File: src/rtl/rxdma_pkg.sv
package rxdma_pkg;
  typedef enum logic [2:0] {
    RS_STOP  = 3'd0,
    RS_FETCH = 3'd1,
    RS_WAIT  = 3'd3,
    RS_SUSP  = 3'd4,
    RS_CLOSE = 3'd5,
    RS_XFER  = 3'd7
  } rx_state_e;

  localparam int OWN_BIT   = 31;
  localparam int ERR_BIT   = 15;
  localparam int FIRST_BIT = 9;
  localparam int LAST_BIT  = 8;
  localparam int LEN_LSB   = 16;
  localparam int LEN_W     = 14;
  localparam int SIZE_W    = 12;
  localparam int LINK_BIT  = 14;
  localparam int WRAP_BIT  = 15;
  localparam int LANES     = 4;

  localparam logic [1:0] REG_BASE = 2'd0;
  localparam logic [1:0] REG_CTRL = 2'd1;
  localparam logic [1:0] REG_POLL = 2'd2;

  function automatic logic [31:0] close_word(input logic first, input logic last,
                                             input logic err, input logic [LEN_W-1:0] len);
    logic [31:0] w;
    w = '0;
    w[LEN_LSB +: LEN_W] = len;
    w[ERR_BIT]   = err;
    w[FIRST_BIT] = first;
    w[LAST_BIT]  = last;
    return w;
  endfunction
endpackage

File: src/rtl/rxdma_regs.sv
module rxdma_regs #(
  parameter int ADDR_W = 32
) (
  input  logic              clk,
  input  logic              rst_n,
  input  logic              reg_we,
  input  logic [1:0]        reg_addr,
  input  logic [31:0]       reg_wdata,
  output logic [ADDR_W-1:0] base_q,
  output logic              run_q,
  output logic              poll_p
);
  import rxdma_pkg::*;

  logic              base_en, ctrl_en;
  logic [ADDR_W-1:0] base_n;
  logic              run_n;

  assign base_en = reg_we && (reg_addr == REG_BASE);
  assign ctrl_en = reg_we && (reg_addr == REG_CTRL);
  assign poll_p  = reg_we && (reg_addr == REG_POLL);

  always_comb begin
    base_n = base_q;
    run_n  = run_q;
    if (base_en) base_n = reg_wdata[ADDR_W-1:0];
    if (ctrl_en) run_n  = reg_wdata[0];
  end

  always_ff @(posedge clk or negedge rst_n) begin
    if (!rst_n) begin
      base_q <= '0;
      run_q  <= 1'b0;
    end else begin
      base_q <= base_n;
      run_q  <= run_n;
    end
  end
endmodule

File: src/rtl/rxdma_pack.sv
module rxdma_pack #(
  parameter int ADDR_W = 32
) (
  input  logic              clk,
  input  logic              rst_n,
  input  logic              clr,
  input  logic              acc,
  input  logic [7:0]        acc_byte,
  input  logic [1:0]        acc_lane,
  input  logic              acc_flush,
  input  logic [ADDR_W-1:0] acc_addr,
  input  logic              gnt,
  output logic              pend_q,
  output logic [ADDR_W-1:0] addr_q,
  output logic [31:0]       data_q,
  output logic [3:0]        be_q
);
  import rxdma_pkg::*;

  logic              pend_n;
  logic [ADDR_W-1:0] addr_n;
  logic              drain;

  assign drain = pend_q && gnt;

  // One byte register and enable per lane
  for (genvar l = 0; l < LANES; l++) begin : g_lane
    logic       hit;
    logic [7:0] byte_n;
    logic       en_n;
    assign hit = acc && (acc_lane == 2'(l));

    always_comb begin
      byte_n = hit ? acc_byte : data_q[8*l +: 8];
      if (clr || drain) en_n = 1'b0;
      else if (hit)     en_n = 1'b1;
      else              en_n = be_q[l];
    end

    always_ff @(posedge clk or negedge rst_n) begin
      if (!rst_n) begin
        data_q[8*l +: 8] <= '0;
        be_q[l]          <= 1'b0;
      end else begin
        data_q[8*l +: 8] <= byte_n;
        be_q[l]          <= en_n;
      end
    end
  end

  always_comb begin
    pend_n = pend_q;
    addr_n = addr_q;
    if (clr) begin
      pend_n = 1'b0;
    end else begin
      if (drain) pend_n = 1'b0;
      if (acc) begin
        addr_n = acc_addr;
        if (acc_flush) pend_n = 1'b1;
      end
    end
  end

  always_ff @(posedge clk or negedge rst_n) begin
    if (!rst_n) begin
      pend_q <= 1'b0;
      addr_q <= '0;
    end else begin
      pend_q <= pend_n;
      addr_q <= addr_n;
    end
  end
endmodule

File: src/rtl/rxdma_fsm.sv
module rxdma_fsm #(
  parameter int ADDR_W = 32
) (
  input  logic              clk,
  input  logic              rst_n,
  input  logic              run_q,
  input  logic              poll_p,
  input  logic [ADDR_W-1:0] base_q,
  input  logic              in_valid,
  input  logic [7:0]        in_data,
  input  logic              in_last,
  input  logic              in_err,
  output logic              in_ready,
  output logic              rd_req,
  output logic [ADDR_W-1:0] rd_addr,
  input  logic              rd_gnt,
  input  logic [31:0]       rd_data,
  input  logic              pk_pend,
  input  logic              wr_gnt,
  output logic              acc,
  output logic [7:0]        acc_byte,
  output logic [1:0]        acc_lane,
  output logic              acc_flush,
  output logic [ADDR_W-1:0] acc_addr,
  output logic              cl_req,
  output logic [ADDR_W-1:0] cl_addr,
  output logic [31:0]       cl_data,
  output logic              clr,
  output logic [2:0]        state
);
  import rxdma_pkg::*;

  localparam logic [ADDR_W-1:0] DESC_BYTES = ADDR_W'(16);

  rx_state_e         state_q, state_n;
  logic [ADDR_W-1:0] desc_q, desc_n, bufa_q, bufa_n, link_q, link_n;
  logic [1:0]        widx_q, widx_n;
  logic              own_q, own_n, link_en_q, link_en_n, wrap_q, wrap_n;
  logic [SIZE_W-1:0] size_q, size_n, bcnt_q, bcnt_n;
  logic [LEN_W-1:0]  flen_q, flen_n;
  logic              infr_q, infr_n, first_q, first_n, done_q, done_n;
  logic              err_q, err_n, drop_q, drop_n;
  logic              discard, room, can_store, take, store;

  assign discard   = drop_q || (state_q == RS_STOP) || (state_q == RS_SUSP);
  assign room      = (bcnt_q != size_q);
  assign can_store = run_q && ((state_q == RS_WAIT) || (state_q == RS_XFER))
                     && !pk_pend && !done_q && room;
  assign in_ready  = discard || can_store;
  assign take      = in_valid && in_ready;
  assign store     = take && !discard;

  assign acc       = store;
  assign acc_byte  = in_data;
  assign acc_lane  = bcnt_q[1:0];
  assign acc_flush = in_last || (bcnt_q[1:0] == 2'd3) || ((bcnt_q + SIZE_W'(1)) == size_q);
  assign acc_addr  = bufa_q + ADDR_W'({bcnt_q[SIZE_W-1:2], 2'b00});

  assign rd_addr   = desc_q + ADDR_W'({widx_q, 2'b00});
  assign cl_addr   = desc_q;
  assign cl_data   = close_word(first_q, done_q, done_q && err_q, flen_q);
  assign clr       = !run_q;
  assign state     = state_q;

  always_comb begin
    state_n = state_q;  desc_n = desc_q;  widx_n = widx_q;   own_n = own_q;
    size_n = size_q;    link_en_n = link_en_q;  wrap_n = wrap_q;
    bufa_n = bufa_q;    link_n = link_q;  bcnt_n = bcnt_q;   flen_n = flen_q;
    infr_n = infr_q;    first_n = first_q; done_n = done_q;  err_n = err_q;
    drop_n = drop_q;
    rd_req = 1'b0;
    cl_req = 1'b0;

    if (store) begin
      bcnt_n = bcnt_q + SIZE_W'(1);
      flen_n = infr_q ? flen_q + LEN_W'(1) : LEN_W'(1);
      if (!infr_q) first_n = 1'b1;
      infr_n = 1'b1;
      if (in_last) begin
        done_n = 1'b1;
        err_n  = in_err;
      end
    end

    if (!run_q) begin
      state_n = RS_STOP;
      infr_n  = 1'b0;
      done_n  = 1'b0;
      if (infr_q) drop_n = 1'b1;
    end else begin
      unique case (state_q)
        RS_STOP: begin
          state_n = RS_FETCH;
          desc_n  = base_q;
          widx_n  = '0;
        end
        RS_FETCH: begin
          rd_req = 1'b1;
          if (rd_gnt) begin
            widx_n = widx_q + 2'd1;
            unique case (widx_q)
              2'd0: own_n = rd_data[OWN_BIT];
              2'd1: begin
                size_n    = rd_data[SIZE_W-1:0];
                link_en_n = rd_data[LINK_BIT];
                wrap_n    = rd_data[WRAP_BIT];
              end
              2'd2: bufa_n = rd_data[ADDR_W-1:0];
              default: begin
                link_n = rd_data[ADDR_W-1:0];
                if (own_q) begin
                  state_n = infr_q ? RS_XFER : RS_WAIT;
                  bcnt_n  = '0;
                  first_n = 1'b0;
                  done_n  = 1'b0;
                end else begin
                  state_n = RS_SUSP;
                  if (infr_q) drop_n = 1'b1;
                  infr_n = 1'b0;
                end
              end
            endcase
          end
        end
        RS_WAIT: if (store) state_n = RS_XFER;
        RS_XFER: if (!pk_pend && !store && (done_q || !room)) state_n = RS_CLOSE;
        RS_CLOSE: begin
          cl_req = 1'b1;
          if (wr_gnt) begin
            state_n = RS_FETCH;
            widx_n  = '0;
            if (wrap_q)         desc_n = base_q;
            else if (link_en_q) desc_n = link_q;
            else                desc_n = desc_q + DESC_BYTES;
            if (done_q) infr_n = 1'b0;
          end
        end
        RS_SUSP: if (poll_p) begin
          state_n = RS_FETCH;
          widx_n  = '0;
        end
        default: state_n = RS_STOP;
      endcase
    end

    if (take && discard) drop_n = !in_last;
  end

  always_ff @(posedge clk or negedge rst_n) begin
    if (!rst_n) begin
      state_q <= RS_STOP; desc_q <= '0; widx_q <= '0; own_q <= 1'b0;
      size_q <= '0; link_en_q <= 1'b0; wrap_q <= 1'b0; bufa_q <= '0;
      link_q <= '0; bcnt_q <= '0; flen_q <= '0; infr_q <= 1'b0;
      first_q <= 1'b0; done_q <= 1'b0; err_q <= 1'b0; drop_q <= 1'b0;
    end else begin
      state_q <= state_n; desc_q <= desc_n; widx_q <= widx_n; own_q <= own_n;
      size_q <= size_n; link_en_q <= link_en_n; wrap_q <= wrap_n; bufa_q <= bufa_n;
      link_q <= link_n; bcnt_q <= bcnt_n; flen_q <= flen_n; infr_q <= infr_n;
      first_q <= first_n; done_q <= done_n; err_q <= err_n; drop_q <= drop_n;
    end
  end
endmodule

File: src/rtl/rxdma_engine.sv
module rxdma_engine #(
  parameter int ADDR_W = 32
) (
  input  logic              clk,
  input  logic              rst_n,
  input  logic              in_valid,
  input  logic [7:0]        in_data,
  input  logic              in_last,
  input  logic              in_err,
  output logic              in_ready,
  output logic              mem_rd_req,
  output logic [ADDR_W-1:0] mem_rd_addr,
  input  logic              mem_rd_gnt,
  input  logic [31:0]       mem_rd_data,
  output logic              mem_wr_req,
  output logic [ADDR_W-1:0] mem_wr_addr,
  output logic [31:0]       mem_wr_data,
  output logic [3:0]        mem_wr_be,
  input  logic              mem_wr_gnt,
  input  logic              reg_we,
  input  logic [1:0]        reg_addr,
  input  logic [31:0]       reg_wdata,
  output logic [2:0]        rx_state
);
  logic [1:0]        rs_q;
  logic              rst_l;
  logic [ADDR_W-1:0] base_q;
  logic              run_on, poll_p, clr;
  logic              acc, acc_flush, pk_pend, cl_req, pk_gnt;
  logic [7:0]        acc_byte;
  logic [1:0]        acc_lane;
  logic [ADDR_W-1:0] acc_addr, pk_addr, cl_addr;
  logic [31:0]       pk_data, cl_data;
  logic [3:0]        pk_be;

  // Asserted asynchronously, released on the clock
  always_ff @(posedge clk or negedge rst_n) begin
    if (!rst_n) rs_q <= 2'b00;
    else        rs_q <= {rs_q[0], 1'b1};
  end
  assign rst_l = rs_q[1];

  rxdma_regs #(.ADDR_W(ADDR_W)) u_regs (
    .clk(clk), .rst_n(rst_l), .reg_we(reg_we), .reg_addr(reg_addr),
    .reg_wdata(reg_wdata), .base_q(base_q), .run_q(run_on), .poll_p(poll_p)
  );

  rxdma_fsm #(.ADDR_W(ADDR_W)) u_fsm (
    .clk(clk), .rst_n(rst_l), .run_q(run_on), .poll_p(poll_p), .base_q(base_q),
    .in_valid(in_valid), .in_data(in_data), .in_last(in_last), .in_err(in_err),
    .in_ready(in_ready), .rd_req(mem_rd_req), .rd_addr(mem_rd_addr),
    .rd_gnt(mem_rd_gnt), .rd_data(mem_rd_data), .pk_pend(pk_pend),
    .wr_gnt(mem_wr_gnt), .acc(acc), .acc_byte(acc_byte), .acc_lane(acc_lane),
    .acc_flush(acc_flush), .acc_addr(acc_addr), .cl_req(cl_req),
    .cl_addr(cl_addr), .cl_data(cl_data), .clr(clr), .state(rx_state)
  );

  assign pk_gnt = mem_wr_gnt && !cl_req;

  rxdma_pack #(.ADDR_W(ADDR_W)) u_pack (
    .clk(clk), .rst_n(rst_l), .clr(clr), .acc(acc), .acc_byte(acc_byte),
    .acc_lane(acc_lane), .acc_flush(acc_flush), .acc_addr(acc_addr),
    .gnt(pk_gnt), .pend_q(pk_pend), .addr_q(pk_addr), .data_q(pk_data),
    .be_q(pk_be)
  );

  assign mem_wr_req  = pk_pend || cl_req;
  assign mem_wr_addr = cl_req ? cl_addr : pk_addr;
  assign mem_wr_data = cl_req ? cl_data : pk_data;
  assign mem_wr_be   = cl_req ? 4'hF    : pk_be;
endmodule

File: config.mk
export PLATFORM = sky130hd
export DESIGN_NAME = rxdma_engine
export DESIGN_NICKNAME = d
export VERILOG_FILES = /design/src/rtl/rxdma_pkg.sv /design/src/rtl/rxdma_regs.sv /design/src/rtl/rxdma_pack.sv /design/src/rtl/rxdma_fsm.sv /design/src/rtl/rxdma_engine.sv
export SDC_FILE = /design/constraint.sdc
export NUM_CORES = 1
export LEC_CHECK = 0
export ABC_AREA = 1
export CORE_UTILIZATION = 58
export CTS_BUF_LIST = sky130_fd_sc_hd__clkbuf_4 sky130_fd_sc_hd__clkbuf_8 sky130_fd_sc_hd__clkbuf_16
export DETAILED_ROUTE_END_ITERATION = 7
export PLACE_DENSITY = 0.85
export SYNTH_ARGS = -nofsm -noshare
export SYNTH_HDL_FRONTEND = slang
export SYNTH_SLANG_ARGS = --single-unit
export TNS_END_PERCENT = 1
File: constraint.sdc
create_clock -name clk -period 17.9 [get_ports clk]
set_input_delay 2.685 -clock clk [delete_from_list [all_inputs] [get_ports clk]]
set_output_delay 2.685 -clock clk [all_outputs]
set_load 0.05 [all_outputs]
# After elaboration in Yosys (flattened, before gate mapping)
# Index checks and enable logic that the tools add are counted.
# W data, S select, Z words.
# classes
bitwise	1
add_sub_neg	6
muxes	73
n_eq_ne	27
n_reduce_logical	57
# op_table
cell	n
$mux W32	5
$mux W12	6
$pmux W32 S2	1
$mux W1	44
$add A32 B12 Y32	1
$add A32 B4 Y32	1
$add A32 B5 Y32 const B	1
$mux W3	9
$reduce_and A4 Y1	5
$logic_and A1 B1 Y1	19
$ne A3 B3 Y1 const B	6
$pmux W3 S6	1
$add A14 B1 Y14 const B	1
$mux W14	1
$add A12 B1 Y12 const B	1
$eq A12 B12 Y1	1
$ne A12 B12 Y1	1
$reduce_bool A2 Y1	5
$eq A3 B3 Y1 const B	3
$logic_or A1 B1 Y1	9
$ne A3 B2 Y1 const B	3
$eq A2 B2 Y1 const B	4
$logic_not A1 Y1	8
$pmux W2 S4	1
other kinds (18)	27
# word_totals
output_inout_bits	106
reg_bits	251

# Logic depth before layout (Yosys ltp)
# Gate-level depths: netlist of the first run.
# logic_depth
ltp_word	15
mapped_depth	14

# Cells and area by module
# Synthesis of the first run repeated with hierarchy kept, for this count alone.
# unflattened
hier_cells	1961
area_unflattened_um2	14604.0
# modules_own_cells
mod	area_each_um2	cells_each	seq_area_each_um2	n_inst
rxdma_fsm	9534.1	1315	3678.5	1
rxdma_pack	2785.2	281	1726.7	1
rxdma_regs	1342.5	148	825.8	1
rxdma_engine	942.2	217	50.0	1

# Worst setup path after synthesis of the first run
# OpenSTA, ideal clock, no wires.
# synth_timing
kind	reg2out
start	register u_fsm.state_q[2], in the netlist u_fsm.state[2]
end	output mem_wr_addr[0]
required_time_ps	15215
t_arrival_ps	2818
path_stages_with_launch	8
path_slack_ps	12397
path_buffers	3
cell_sequence	dfrtp_1 > buf_2 > nand3_2 > nor2_2 > inv_2 > clkbuf_1 > clkbuf_1 > o21ai_0
# synth_between
elab_chain_cells	4
# synth_rtl
element	line	rtl
from (decl)	rxdma_fsm.sv:35	rx_state_e state_q, state_n;
from (signal assigned)	rxdma_fsm.sv:156	state_q <= state_n; desc_q <= desc_n; widx_q <= widx_n; own_q <= own_n;
$eq A3 B3 Y1	rxdma_fsm.sv:91	unique case (state_q)
$mux W1	rxdma_fsm.sv:91	
$mux W1	rxdma_fsm.sv:85	if (!run_q) begin
$mux W32	rxdma_engine.sv:68	assign mem_wr_addr = cl_req ? cl_addr : pk_addr;
to (decl)	rxdma_engine.sv:16	output logic [ADDR_W-1:0] mem_wr_addr,
# Every way passes these cells.

# Worst setup path in the final report of the first run
# layout_timing
start	register u_fsm.widx_q[0]
end	output mem_rd_addr[30]
# layout_between
elab_chain_cells	1
# layout_rtl
element	line	rtl
from (decl)	rxdma_fsm.sv:37	logic [1:0] widx_q, widx_n;
from (signal assigned)	rxdma_fsm.sv:156	
$add A32 B4 Y32	rxdma_fsm.sv:59	assign rd_addr = desc_q + ADDR_W'({widx_q, 2'b00});
to (decl)	rxdma_engine.sv:12	output logic [ADDR_W-1:0] mem_rd_addr,
# Every way passes these cells.

==> impl_results.md, run 1 <==
- Clock skew: about 0.019 ns
- Final Max Tran Viols: 0
- Clock-pin slew on the worst setup and hold paths: roughly 0.060 ns
- Final worst-path cycle share: around 36%
- # DRC: 0
- CTS buffer count: 27
- Fill cell count: about 1900
- Worst EP arrival: around 3.8 ns
- Crit. End Element: output pin
- First-pass GRT wire length: a little under 70000 µm
- Slowest CP cell: clkdlybuf4s50_1
- Port Buffer Count: 187
- Die height: between 150 and 200 µm
- Syn Nets: approximately 1900
- Unrepaired setup endpoints after global routing: no
- Synth unique cells: 47
- First-pass detailed-route iteration total: 6
- Setup bufs post-CTS: 0
- # Max-Cap Violations: 0
- R2r worst-path depth: 3
- Hold-fix buffers, CTS: 0
- Critical R2R Launch: rs_q[1]
- Via/cell ratio: between 5 and 6
- Core region area: roughly 24000 µm²
- Vias in the first global route: about 13000
- Final wirelength: about 43000 µm
- Setup-failing EPs final: 0
- Startpoint Class: flip-flop
- Yosys top cell by area: dfrtp_1
- Post-DP Area: between 15000 and 20000 µm²
- Top area cells in the synthesized netlist: dfrtp_1 (45%), nand2_1 (13%), o21ai_0 (7.1%), inv_1 (5.8%), nor2_1 (3.5%)
- Reg-to-Reg End: u_fsm.cl_addr[20]
- Placed Instances: 2271
- DPL Wire Length: between 30000 and 40000 µm
- Crit path from: u_fsm.widx_q[0]
- H-tree Lvls: 1
- Path type of the worst min-delay path: flip-flop to async pin
- GPL Wtd Cong: roughly 0.97
- Boundary Pins: approximately 190
- Largest stage delay on the critical path: ~0.82 ns
- Synthesized instance count: around 1800
- Rel. slew slack: approximately a quarter
- Crit path cell chain: ha_1, inv_1, fa_1, nor2_1, nand2_1, nor3_1, nand2_1, xor2_1, clkdlybuf4s50_1
- End point of the critical path: mem_rd_addr[30]
- Mapped Area: 14000 µm²
- Seq cells post-synth: around 250
- Status: finished clean
- Initial Util: 59.4%
- DRT antenna net count: 0
- Peak Freq: around 150 MHz
- DR WL/cell: 18.6 µm
- Die ar.: roughly 25000 µm²
- Share of cells above drive strength 1: under 10%
- FP Rows: 56
- Final nets: about 2100
- Grt total ovfl: 0
- Layout Cells excl Fill: roughly 2300
- Pwr dens: between 100 and 150 nW/µm²
- Post-synth EDFFs: 0
- Critical Setup Path Class: flip-flop to output pin
- Slew @ Worst Pin: about 1.1 ns
- Largest net degree at the start of global routing: 80
- P_leak: between 7 and 8 nW
- Tmin final: 6.47 ns
- Most Frequent Cell on Critical Path: nand2_1
- Reg2Reg Setup Slack: 14.64 ns
- PostCTS Resize Cnt: 0
- P&R area growth vs syn: 21.3%
- Max Root-Sink Buffers: 3
- CTS tree: done
- Die Wd: ~160 µm
- CTS sink count: roughly 250
- Final Hold Vio Count: 0
- Most frequent cells in the layout: nand2_1 (489), dfrtp_1 (250), inv_1 (216)
- Setup TNS: 0 ns
- DR iter-0 viols: roughly 1300
- Synth warnings: 0
- Worst path required time: about 15 ns
- Design Area, Final: roughly 17000 µm²
- Worst VDD drop: ~84 µV
- CTS root buf: clkbuf_16
- Initial antenna violation count: 2
- Ys async rst share: between 90% and 100%
- Post-synth top area share: around 45%
- Syn_area_per_cell: around 7.6 µm²
- Ys flop type: dfrtp_1
- CP Max Fanout: 6
- Sequential element share of the synthesized area: roughly 45%
- Via count: 13200
- Clock Latency Late Sink: approximately 0.55 ns
- GR Util All Layers: 35.7%
- Commonest non-fill, non-tap cell in the layout: nand2_1
-- cell usage after synthesis (all sizes together), types with 17 or more instances --
library cell    n
buf            34
ha             22
xor2           52
o211ai         17
o21ai         264
inv           225
nor2          138
nand2         493
a21oi          76
nand3          90
mux2           29
xnor2          18
dfrtp         251
clkbuf         40
nor3           23
-- worst min-delay path by stage --
stage,end,startpoint,depth (start not counted)
6_report,u_fsm.bcnt_q[8],rs_q[1],0
5_1_grt,u_fsm.bcnt_q[8],rs_q[1],0
4_1_cts,u_fsm.bcnt_q[8],rs_q[1],0
3_5_place_dp,u_fsm.size_q[9],rs_q[1],0
3_3_place_gp,u_fsm.size_q[9],rs_q[1],0
2_1_floorplan,rs_q[1],rs_q[0],0
-- sequential cells by signal, indices dropped and copies added, names as in the netlist, 2 cells and up --
| signal | flops |
|---|---|
| u_pack.be_q | 4 |
| u_fsm.size_q | 12 |
| u_fsm.cl_addr | 32 |
| u_fsm.bcnt_q | 12 |
| u_pack.data_q | 32 |
| u_fsm.flen_q | 14 |
| u_regs.base_q | 32 |
| u_fsm.link_q | 32 |
| u_fsm.state | 3 |
| u_pack.addr_q | 32 |
| rs_q | 2 |
| u_fsm.widx_q | 2 |
| u_fsm.bufa_q | 32 |
-- cell type report --
class	count	area (µm²)	share of cell area (%)
clock buffer	35	779	4.60
multi-input combinational	1279	6510	38.4
tap	319	399	2.35
inverter	225	850	5.01
clock inverter	15	193	1.14
antenna	1	2.50	0.0148
timing repair buffer	197	1950	11.5
sequential	251	6280	37.1
-- worst max-delay path, delay by kind of cell, from the launching register on --
family	cells	cell delay [ns]
DFF	1	0.42
and+or+nand+nor	4	1.04
buffers and inverters	2	0.88
adders and majority gates	2	0.72
xor gates and xnor gates	1	0.18
-- logic make-up after synthesis --
family	count (synthesis)	share of synthesized area (%)
xor gates and xnor gates	70	4.38
adders and majority gates	24	2.25
AOI/OAI and AO/OA	381	14.4
buffers and inverters	299	8.62
muxes	29	2.34
DFF	251	44.9
other	1	0.0268
and+or+nand+nor	774	23.1
-- metal layers --
metal  wire [µm]  track usage (%)
met2       20600             59.7
met3        3640             5.92
met5           0                0
met4        2170             18.0
met1       16700             44.8
-- power breakdown --
| part | leakage (nW) | switching, W | internal, W |
|---|---|---|---|
| clock network | 0.485 | 0.000244 | 0.000365 |
| logic | 4.27 | 0.000523 | 0.000262 |
| registers | 3.19 | 0.000131 | 0.000670 |
| total | 7.95 | 0.000898 | 0.00130 |
-- through the flow --
| stage | util, % | hold WS (ns) | worst slack (ns) | power [W] |
|---|---|---|---|---|
| finish | 72.1 | 0.211 | 11.43 | 0.00219 |
| global route | 72.0 | 0.249 | 11.32 | 0.00230 |
| CTS | 72.0 | 0.228 | 11.49 | 0.00219 |
| detailed placement | 67.9 | 0.226 | 12.10 | 0.00158 |
| global placement | 67.9 | 0.221 | 12.20 | 0.00156 |
| floorplan | - | 0.331 | 10.39 | 0.00131 |
Power figures use the tool's default switching activity.
==> run 2, diff against run 1 <==
- CORE_UTILIZATION: 58 -> 56
- PLACE_DENSITY: 0.85 -> 0.82
- clock period: 17.9 -> 5.98 ns (I/O delays scaled with it)
==> run 2 against run 1 <==
- hold slack improved by 0.025 ns
- flip-flop and latch count is the same
- register-to-register slack worse by 11 ns
- global-route usage down 2.2 points
- critical path type unchanged
- critical endpoint unchanged
==> impl_results.md, run 2 (synthesized netlist as in run 1, its figures left out) <==
- Largest net degree at the start of global routing: 130 (+63%)
- # Max-Cap Violations: 0 (unchanged)
- DPL Wire Length: 31600 µm (-0.85%)
- Final Max Tran Viols: 0 (unchanged)
- Max Root-Sink Buffers: 3 (unchanged)
- Reg-to-Reg End: u_pack.be_q[0]
- Slew @ Worst Pin: 1.11 ns (-0.0176 ns)
- Die ar.: 25600 µm² (+3.5%)
- Clock Latency Late Sink: 0.56 ns (about the same)
- Crit. End Element: output pin
- Final core utilization: 69.4% (-2.7 points)
- Setup-failing EPs final: 0 (unchanged)
- Pwr dens: 380 nW/µm² (+190%)
- CP Max Fanout: 6 (unchanged)
- Startpoint Class: flip-flop
- Peak Freq: 212 MHz
- Clock-pin slew on the worst setup and hold paths: 0.06 ns (about the same)
- Initial Util: 57.3% (-2.1 points)
- GR Util All Layers: 33.5% (-2.2 points)
- First-pass GRT wire length: 66900 µm (-0.59%)
- Worst VDD drop: 286 µV (+240%)
- Path type of the worst min-delay path: flip-flop to async pin
- Share of cells above drive strength 1: 6.10% (-0.047 points)
- DRT antenna net count: 0 (unchanged)
- CTS root buf: clkbuf_16
- Reg2Reg Setup Slack: 3.28 ns (-11.36 ns)
- Unrepaired setup endpoints after global routing: no
- Via/cell ratio: 5.57 (-1.7%)
- Die height: 160 µm (+1.7%)
- Setup TNS: 0 ns (unchanged)
- # DRC: 0 (unchanged)
- Setup bufs post-CTS: 0 (unchanged)
- Final wirelength: 42400 µm (-1.7%)
- DR WL/cell: 18.2 µm (-1.9%)
- GPL Wtd Cong: 0.968 (-0.54%)
- PostCTS Resize Cnt: 0 (unchanged)
- Grt total ovfl: 0 (unchanged)
- Boundary Pins: 188 (unchanged)
- P_leak: 7.91 nW (-0.49%)
- P&R area growth vs syn: 21.0%
- Port Buffer Count: 187 (unchanged)
- Status: finished clean
- Critical R2R Launch: u_regs.run_q
- Largest stage delay on the critical path: 0.84 ns (+0.02 ns)
- Vias in the first global route: 12400 (-1.5%)
- Worst path required time: 5.08 ns (-10.13 ns)
- CTS sink count: 251 (unchanged)
- First-pass detailed-route iteration total: 5 (-1)
- Commonest non-fill, non-tap cell in the layout: nand2_1
- Worst EP arrival: 3.82 ns (+0.03 ns)
- Final worst-path cycle share: between 70% and 80%
- Most Frequent Cell on Critical Path: nand2_1
- H-tree Lvls: 1 (unchanged)
- Critical Setup Path Class: flip-flop to output pin
- FP Rows: 57 (+1.8%)
- Hold-fix buffers, CTS: 0 (unchanged)
- Core region area: 24400 µm² (+3.6%)
- Tmin final: about 4.7 ns
- Final nets: 2087 (unchanged)
- Final Hold Vio Count: 0 (unchanged)
- Die Wd: 160 µm (+1.7%)
- CTS tree: done
- Initial antenna violation count: 2 (unchanged)
- Clock skew: 0.0243 ns (+0.00514 ns)
- Most frequent cells in the layout: nand2_1 (489), dfrtp_1 (250), inv_1 (216)
- DR iter-0 viols: 1218 (-5.7%)
- Slowest CP cell: clkdlybuf4s50_1
- R2r worst-path depth: 7 (+4)
- Crit path cell chain: ha_1, inv_1, fa_1, nor2_1, nand2_1, nor3_1, nand2_1, xor2_1, clkdlybuf4s50_1
- Rel. slew slack: 25.9% (+1.2 points)
- Placed Instances: 2276 (+0.22%)
- CTS buffer count: 27 (unchanged)
- Via count: 13000 (-1.5%)
- Layout Cells excl Fill: 2326 (+0.17%)
run 2: changes by cell type in the layout (fill, tap and decap cells not counted):
cell and delta:
buf_4 -1, clkinv_2 -2, clkbuf_8 -3, buf_12 +1, clkinvlp_4 +3, bufinv_16 -2, clkbuf_4 +2, inv_6 +1
run 2: critical path: cells and delay by family (launching register included):
| family | cells | cell delay [ns] |
|---|---|---|
| simple gates | 4 | 1.03 |
| buf+inv | 2 | 0.90 |
| fa+ha+maj | 2 | 0.72 |
| flops | 1 | 0.42 |
| xor+xnor | 1 | 0.19 |
run 2: worst max-delay path by stage:
stage,startpoint,endpoint,slack (ns),cells after the start
2_1_floorplan,rs_q[1],u_fsm.bcnt_q[0],1.86,0
3_3_place_gp,u_fsm.widx_q[0],mem_rd_addr[30],2.08,9
3_5_place_dp,u_fsm.widx_q[0],mem_rd_addr[30],1.92,9
4_1_cts,u_fsm.widx_q[0],mem_rd_addr[30],1.31,9
5_1_grt,u_fsm.widx_q[0],mem_rd_addr[30],1.07,9
6_report,u_fsm.widx_q[0],mem_rd_addr[30],1.26,9
run 2: area by class of cell:
| class | instances | area, µm² |
|---|---|---|
| inverters | 225 | 850 |
| multi-input cells | 1279 | 6510 |
| clock inverters | 15 | 154 |
| well taps | 324 | 405 |
| diodes | 1 | 2.50 |
| flip-flops and latches | 251 | 6280 |
| fillers | 2043 | 7470 |
| clock buffers | 34 | 753 |
| repair buffers | 197 | 1960 |
run 2: metrics by stage:
step | instance area [µm²] | setup slack [ns] | hold WS (ns) | power [W]
2_1_floorplan | 14000 | 1.86 | 0.331 | 0.00391
3_3_place_gp | 16000 | 2.08 | 0.246 | 0.00466
3_5_place_dp | 16000 | 1.92 | 0.253 | 0.00471
4_1_cts | 16900 | 1.31 | 0.247 | 0.00643
5_1_grt | 16900 | 1.07 | 0.278 | 0.00676
6_report | 16900 | 1.26 | 0.236 | 0.00643
run 2: report_power, final:
part / switching, W / internal, W
registers: 0.000388 / 0.00201
clock network: 0.000725 / 0.000985
logic: 0.00154 / 0.000784
total: 0.00266 / 0.00377
run 2: per-layer routing:
metal	share of wire [%]	up-vias	GRT usage, %	routed length [µm]
met4	4.5	2	14.8	1930
met5	0.031	-	0	13
li1	-	6192	-	-
met1	41	6108	43.4	17300
met3	7.2	97	5.38	3050
met2	47	565	55.6	20100
